$ cat src/rtl/mba_pkg.sv
`timescale 1ns/1ps
package mba_pkg;
   // Index width for a set of n items; at least one bit.
   function automatic int idx_w(input int n);
      return (n <= 1) ? 1 : $clog2(n);
   endfunction
endpackage

$ cat src/rtl/mba_mem_arb.sv
`timescale 1ns/1ps
// Stage one: pick at most one requester for one memory module, rotating priority.
module mba_mem_arb #(
   parameter int N_PROC = 4,
   localparam int PW = mba_pkg::idx_w(N_PROC)
) (
   input  logic              clk_i,
   input  logic              rst_ni,
   input  logic [N_PROC-1:0] cand_i,
   input  logic              take_i,
   output logic              win_o,
   output logic [PW-1:0]     win_idx_o
);
   logic [PW-1:0] ptr_q;

   always_comb begin
      logic [PW-1:0] j;
      win_o     = 1'b0;
      win_idx_o = '0;
      for (int i = 0; i < N_PROC; i++) begin
         j = PW'((int'(ptr_q) + i) % N_PROC);
         if (!win_o && cand_i[j]) begin
            win_o     = 1'b1;
            win_idx_o = j;
         end
      end
   end

   // Pointer moves past the winner only once the winner is actually connected.
   always_ff @(posedge clk_i or negedge rst_ni) begin
      if (!rst_ni)
         ptr_q <= '0;
      else if (take_i)
         ptr_q <= (int'(win_idx_o) == N_PROC - 1) ? '0 : win_idx_o + 1'b1;
   end
endmodule

$ cat src/rtl/mba_bus_assign.sv
`timescale 1ns/1ps
// Stage two: hand free buses to selected modules in rotating module order.
module mba_bus_assign #(
   parameter int N_MEM = 4,
   parameter int N_BUS = 2,
   localparam int MW = mba_pkg::idx_w(N_MEM),
   localparam int BW = mba_pkg::idx_w(N_BUS)
) (
   input  logic             clk_i,
   input  logic             rst_ni,
   input  logic [N_MEM-1:0] sel_i,
   input  logic [N_BUS-1:0] bus_free_i,
   output logic [N_MEM-1:0] take_o,
   output logic [BW-1:0]    bus_idx_o [N_MEM]
);
   logic [MW-1:0] gptr_q;

   always_comb begin
      logic [N_BUS-1:0] used;
      logic [MW-1:0]    m;
      used   = '0;
      take_o = '0;
      for (int k = 0; k < N_MEM; k++) bus_idx_o[k] = '0;
      for (int i = 0; i < N_MEM; i++) begin
         m = MW'((int'(gptr_q) + i) % N_MEM);
         if (sel_i[m]) begin
            for (int b = 0; b < N_BUS; b++) begin
               if (!take_o[m] && bus_free_i[b] && !used[b]) begin
                  take_o[m]    = 1'b1;
                  used[b]      = 1'b1;
                  bus_idx_o[m] = BW'(b);
               end
            end
         end
      end
   end

   always_ff @(posedge clk_i or negedge rst_ni) begin
      if (!rst_ni)
         gptr_q <= '0;
      else
         gptr_q <= (int'(gptr_q) == N_MEM - 1) ? '0 : gptr_q + 1'b1;
   end
endmodule

$ cat src/rtl/mba_bus_track.sv
`timescale 1ns/1ps
// Occupancy of one bus: remaining clocks plus the processor and module it links.
module mba_bus_track #(
   parameter int OP_LEN = 3,
   parameter int PW = 2,
   parameter int MW = 2,
   localparam int CW = $clog2(OP_LEN + 1)
) (
   input  logic          clk_i,
   input  logic          rst_ni,
   input  logic          load_i,
   input  logic [PW-1:0] proc_i,
   input  logic [MW-1:0] mem_i,
   output logic          free_o,
   output logic          busy_o,
   output logic [PW-1:0] proc_o,
   output logic [MW-1:0] mem_o
);
   logic [CW-1:0] cnt_q;

   // Free during the last clock of an operation so connections run back to back.
   assign free_o = (cnt_q <= CW'(1));
   assign busy_o = (cnt_q != '0);

   always_ff @(posedge clk_i or negedge rst_ni) begin
      if (!rst_ni) begin
         cnt_q  <= '0;
         proc_o <= '0;
         mem_o  <= '0;
      end else if (load_i) begin
         cnt_q  <= CW'(OP_LEN);
         proc_o <= proc_i;
         mem_o  <= mem_i;
      end else if (cnt_q != '0) begin
         cnt_q  <= cnt_q - 1'b1;
      end
   end
endmodule

$ cat src/rtl/mba_alloc.sv
`timescale 1ns/1ps
module mba_alloc #(
   parameter int N_PROC = 4,
   parameter int N_MEM  = 4,
   parameter int N_BUS  = 2,
   parameter int OP_LEN = 3,
   localparam int PW = mba_pkg::idx_w(N_PROC),
   localparam int MW = mba_pkg::idx_w(N_MEM),
   localparam int BW = mba_pkg::idx_w(N_BUS)
) (
   input  logic                 clk_i,
   input  logic                 rst_ni,
   input  logic [N_PROC-1:0]    req_i,
   input  logic [N_PROC*MW-1:0] req_mem_i,
   output logic [N_PROC-1:0]    gnt_o,
   output logic [N_PROC*BW-1:0] gnt_bus_o,
   output logic [N_BUS-1:0]     bus_busy_o
);
   if (N_PROC < 2) begin : g_chk_proc
      $error("mba_alloc: N_PROC must be at least 2");
   end
   if (N_MEM < 2) begin : g_chk_mem
      $error("mba_alloc: N_MEM must be at least 2");
   end
   if (N_BUS < 2) begin : g_chk_bus
      $error("mba_alloc: N_BUS must be at least 2");
   end
   if (OP_LEN < 1) begin : g_chk_op
      $error("mba_alloc: OP_LEN must be at least 1");
   end

   logic [MW-1:0]     mem_of  [N_PROC];
   logic [N_BUS-1:0]  b_free, b_busy, load;
   logic [PW-1:0]     b_proc  [N_BUS];
   logic [MW-1:0]     b_mem   [N_BUS];
   logic [PW-1:0]     ld_proc [N_BUS];
   logic [MW-1:0]     ld_mem  [N_BUS];
   logic [N_PROC-1:0] proc_hold;
   logic [N_MEM-1:0]  mem_hold, sel, take;
   logic [N_PROC-1:0] cand    [N_MEM];
   logic [PW-1:0]     win_idx [N_MEM];
   logic [BW-1:0]     mbus    [N_MEM];
   logic [N_PROC-1:0]    nxt_gnt;
   logic [N_PROC*BW-1:0] nxt_bus;

   for (genvar p = 0; p < N_PROC; p++) begin : g_unpack
      assign mem_of[p] = req_mem_i[p*MW +: MW];
   end

   // Processors and modules tied to a bus that is not yet free are masked.
   always_comb begin
      proc_hold = '0;
      mem_hold  = '0;
      for (int b = 0; b < N_BUS; b++) begin
         if (!b_free[b]) begin
            proc_hold[b_proc[b]] = 1'b1;
            mem_hold[b_mem[b]]   = 1'b1;
         end
      end
   end

   always_comb begin
      for (int m = 0; m < N_MEM; m++)
         for (int p = 0; p < N_PROC; p++)
            cand[m][p] = req_i[p] && !proc_hold[p] && !mem_hold[m] &&
                         (mem_of[p] == MW'(m));
   end

   for (genvar m = 0; m < N_MEM; m++) begin : g_arb
      mba_mem_arb #(.N_PROC(N_PROC)) u_arb (
         .clk_i     (clk_i),
         .rst_ni    (rst_ni),
         .cand_i    (cand[m]),
         .take_i    (take[m]),
         .win_o     (sel[m]),
         .win_idx_o (win_idx[m])
      );
   end

   mba_bus_assign #(.N_MEM(N_MEM), .N_BUS(N_BUS)) u_assign (
      .clk_i      (clk_i),
      .rst_ni     (rst_ni),
      .sel_i      (sel),
      .bus_free_i (b_free),
      .take_o     (take),
      .bus_idx_o  (mbus)
   );

   always_comb begin
      load    = '0;
      nxt_gnt = '0;
      nxt_bus = '0;
      for (int b = 0; b < N_BUS; b++) begin
         ld_proc[b] = '0;
         ld_mem[b]  = '0;
      end
      for (int m = 0; m < N_MEM; m++) begin
         if (take[m]) begin
            load[mbus[m]]    = 1'b1;
            ld_proc[mbus[m]] = win_idx[m];
            ld_mem[mbus[m]]  = MW'(m);
            nxt_gnt[win_idx[m]] = 1'b1;
            nxt_bus[int'(win_idx[m])*BW +: BW] = mbus[m];
         end
      end
   end

   for (genvar b = 0; b < N_BUS; b++) begin : g_bus
      mba_bus_track #(.OP_LEN(OP_LEN), .PW(PW), .MW(MW)) u_track (
         .clk_i  (clk_i),
         .rst_ni (rst_ni),
         .load_i (load[b]),
         .proc_i (ld_proc[b]),
         .mem_i  (ld_mem[b]),
         .free_o (b_free[b]),
         .busy_o (b_busy[b]),
         .proc_o (b_proc[b]),
         .mem_o  (b_mem[b])
      );
   end

   assign bus_busy_o = b_busy;

   always_ff @(posedge clk_i or negedge rst_ni) begin
      if (!rst_ni) begin
         gnt_o     <= '0;
         gnt_bus_o <= '0;
      end else begin
         gnt_o     <= nxt_gnt;
         gnt_bus_o <= nxt_bus;
      end
   end
endmodule

$ cat config.mk
export PLATFORM = sky130hd
export DESIGN_NAME = mba_alloc
export DESIGN_NICKNAME = d
export VERILOG_FILES = /design/src/rtl/mba_pkg.sv /design/src/rtl/mba_mem_arb.sv /design/src/rtl/mba_bus_assign.sv /design/src/rtl/mba_bus_track.sv /design/src/rtl/mba_alloc.sv
export SDC_FILE = /design/constraint.sdc
export NUM_CORES = 1
export LEC_CHECK = 0
export CAP_MARGIN = 20
export CORE_ASPECT_RATIO = 2
export CORE_MARGIN = 4
export CORE_UTILIZATION = 35
export CTS_BUF_LIST = sky130_fd_sc_hd__clkbuf_8
export DETAILED_ROUTE_END_ITERATION = 8
export HOLD_SLACK_MARGIN = 0.1
export RECOVER_POWER = 100
export SYNTH_ARGS = -nofsm -noshare
export SYNTH_HDL_FRONTEND = slang
export SYNTH_SLANG_ARGS = --single-unit
$ cat constraint.sdc
create_clock -name clk_i -period 5.4 [get_ports clk_i]
set_input_delay 0.54 -clock clk_i [delete_from_list [all_inputs] [get_ports clk_i]]
set_output_delay 0.54 -clock clk_i [all_outputs]
set_load 0.01 [all_outputs]
==> summary.txt <==
Run status
  • Status: finished, violations left
  • Failing checks: max-capacitance violations, max-slew violations

Timing
  • RSZ-0062 raised after global routing: no
  • Final hold slack: 0.5602 ns
  • Max-slew headroom: -0.2277
  • Final hold violation count: 0
  • Fin. max-slew vios: 31
  • Final critical delay including setup and external delays: 5.154 ns
  • Fin crit share: 0.9545
  • Final setup margin: 0.2458 ns
  • TNS Setup: 0 ns
  • Measured slew at the worst slew-check pin: 1.842 ns
  • Clock Skew: 0.01032 ns
  • Highest Clock Rate: 0.1940 GHz
  • Final setup viols: 0

Global routing
  • Largest net degree at the start of global routing: 31
  • Total grt overflow: 0
  • First-pass GRT wire length: 22.34 mm
  • Initial antenna violation count: 0
  • Vias in the first global route: 4061
  • GRT Util Overall: 0.2403

Placement
  • Post-place instance area: 0.004309 sq mm
  • IO buf count: 23
  • Hpwl dp: 11.75 mm
  • Placed cell count: 630
  • Post-place setup slack: 0.1612 ns
  • RePlAce Congestion: 1.041

Synthesis
  • Top-area cell type share of the netlist area: 0.2024
  • Netlist cell types: 74
  • Synth area leader: dfrtp_1
  • Largest cells by area after synthesis: dfrtp_1 (20%), ha_1 (13%), nand2_1 (4.6%), inv_1 (3.5%), a21oi_1 (3.0%)
  • Top FF cell, synth: dfrtp_1
  • Warnings from Yosys: 0
  • Async set or reset register ratio after synthesis: 1.000
  • Post-synth EDFFs: 0
  • Sequential element share of the synthesized area: 0.2024
  • Mapped Cells: 451
  • Flops & latches, synth: 30
  • Cell Area, Synth: 0.003710 sq mm
  • Syn_nets: 503
  • Avg Inst Size Synth: 8.226 sq um

Critical path
  • Reg2reg start: g_bus[1].u_track.cnt_q[1]
  • Crit path from: g_bus[1].u_track.cnt_q[1]
  • Critical-path top delay cell: mux4_2
  • Max stage delay on crit path: 0.62 ns
  • Top fanout value on the critical path: 12
  • CP dominant cell by count: buf_4
  • Crit path max-delay family: simple AND/OR/NAND/NOR gates
  • CP Class: reg -> reg
  • Crit end category: register
  • Worst path bufs/invs: 3
  • CP Cell Sequence: inv_1 -> ha_1 -> and2b_2 -> a32oi_1 -> and3_1 -> or4_4 -> mux4_2 -> mux2i_1 -> nor3_1 -> nor4_1 -> o311ai_1 -> nor3b_1 -> buf_4 -> a221o_1 -> buf_4 -> a211oi_1 -> a21o_1 -> a32o_1
  • Startpoint Class: register
  • CP arrival: 5.40 ns
  • Crit path required time: 5.64 ns

Clocking
  • Worst-skew pair later-pin latency: 0.30 ns
  • TritonCTS Sinks: 30
  • Root Buffer: clkbuf_8
  • Num CTS Buffers: 5
  • Max Root-Sink Buffers: 2
  • CTS tree: built
  • H-Tree Depth: 2
  • Clock slew at reported path FFs: 0.08 ns
  • CTS Hold Bufs: 0

Die
  • Die Area: 0.01241 sq mm
  • Starting Density: 0.3563
  • I/O pin count: 24
  • Chip width: 80.80 um
  • Die height: 153.6 um
  • FP Rows: 53
  • Core Area: 0.01041 sq mm

Finish
  • Commonest non-fill, non-tap cell in the layout: nand2_1
  • Final instance area: 0.004487 sq mm
  • Final std cells w/o fill: 642
  • Share of layout cells above drive strength 1: 0.1426
  • Commonest cells after routing, fill and taps aside: nand2_1 (45), ha_1 (38), buf_4 (37)
  • N_diodes: 0
  • Synth-to-Final Area Change: 20.94%
  • Nets: 556
  • Final Util: 0.4310

Power
  • Leakage power: 1.972 nW
  • Sw frac: 0.5175
  • Comb power frac: 0.720
  • Total power: 2.221 mW
  • Power Density: 495.1 mW/mm^2
  • Int Pwr: 1.072 mW
  • P_sw: 1.150 mW
  • Peak supply drop: 0.2155 mV
  • Sequential power share: 0.187
  • Clock group share of total power: 0.093

Route
  • Drt pass-1 iters: 6
  • Post-route DRC violation count: 0
  • DR iter-0 viols: 187
  • Wirelength per Cell: 22.78 um
  • Routed Antenna Nets: 0
  • Vias: 3980
  • DRT Wirelength: 14.62 mm
  • Vias per Instance: 6.199

Worst hold path
  • Hold Crit Start: g_arb[3].u_arb.ptr_q[0]
  • Hold Path Class: reg -> reg

Run
  • Max-Cap Viols: 1
-- worst paths after layout --
| check | slack, ns | cells after the start | endpoint |
|---|---|---|---|
| setup / recovery | 0.25 | 18 | gnt_bus_o[2] |
| hold / removal | 0.56 | 1 | g_arb[3].u_arb.ptr_q[0] |
| setup reg to reg | 0.25 | 18 | gnt_bus_o[2] |
| hold reg to reg | 0.56 | 1 | g_arb[3].u_arb.ptr_q[0] |
| max in group asynchronous | 3.05 | 2 | g_arb[0].u_arb.ptr_q[1] |
| min in group asynchronous | 1.26 | 2 | u_assign.gptr_q[0] |
-- cell type report --
cell class	instances	area, sq um
clock buffer	6	82.58
clock inverter	2	12.51
fill	1093	5924
inverter	35	131.4
multi-input combinational	366	2803
sequential	30	750.7
tap	137	171.4
timing repair buffer	66	535.5
-- kinds of logic after synthesis --
| kind of cell | synth area share |
|---|---|
| AO/OA/AOI/OAI | 0.2901 |
| adder cells (fa/ha/maj) | 0.1282 |
| AND/OR/NAND/NOR | 0.2546 |
| XOR/XNOR | 0.004723 |
| multiplexers | 0.05902 |
| flip-flops | 0.2024 |
| buffers and inverters | 0.06104 |
-- synthesized netlist by cell type (all sizes together) (4+ instances only) --
library cell,number
nor4,4
dfrtp,30
or4,7
mux2,7
a22oi,11
nand4,4
mux4,4
nor3,8
and3,9
nand2b,12
clkbuf,9
ha,38
o21ai,20
nand3,13
inv,35
o22ai,7
a221oi,7
nand3b,4
a211oi,8
and4,4
nand2,45
mux2i,5
o211ai,4
a21oi,24
a221o,6
nor2,24
a21o,5
nor4b,7
nand4bb,4
a32o,4
buf,11
a2111oi,5
a22o,6
o21a,10
-- per-layer routing --
metal	GRT usage	vias to the layer above	share of wire
li1	-	1828	-
met1	0.2082	1922	0.32
met2	0.4574	155	0.55
met3	0.01700	75	0.027
met4	0.2168	0	0.10
met5	0	-	0
-- power by group through the flow --
stage / clock network (mW) / logic [mW] / registers [mW]
6_report: 0.206 / 1.60 / 0.416
5_1_grt: 0.218 / 1.73 / 0.425
4_1_cts: 0.210 / 1.52 / 0.415
3_5_place_dp: 0 / 1.51 / 0.420
3_3_place_gp: 0 / 1.51 / 0.412
2_1_floorplan: 0 / 0.991 / 0.386
-- state kept, by name, summed over array words and instances (netlist names) --
name	count
g_arb.u_arb.ptr_q	8
u_assign.gptr_q	2
gnt_bus_o	4
g_bus.u_track.proc_o	4
g_bus.u_track.cnt_q	4
g_bus.u_track.mem_o	4
gnt_o	4
-- worst reg2reg max path: cells and delay by family (launching register included) --
| kind | cells | cell delay, ns |
|---|---|---|
| and+or+nand+nor | 6 | 1.61 |
| adders and majority gates | 1 | 0.24 |
| muxes | 2 | 0.80 |
| AOI/OAI and AO/OA | 6 | 1.53 |
| DFF | 1 | 0.44 |
| buffers and inverters | 3 | 0.47 |
-- what timing repair did --
item	in CTS	in global routing
setup buffers	0	4
gates resized for setup	0	16
endpoints found under the setup margin	0	15
No activity file was read; power rests on OpenSTA's default activity.
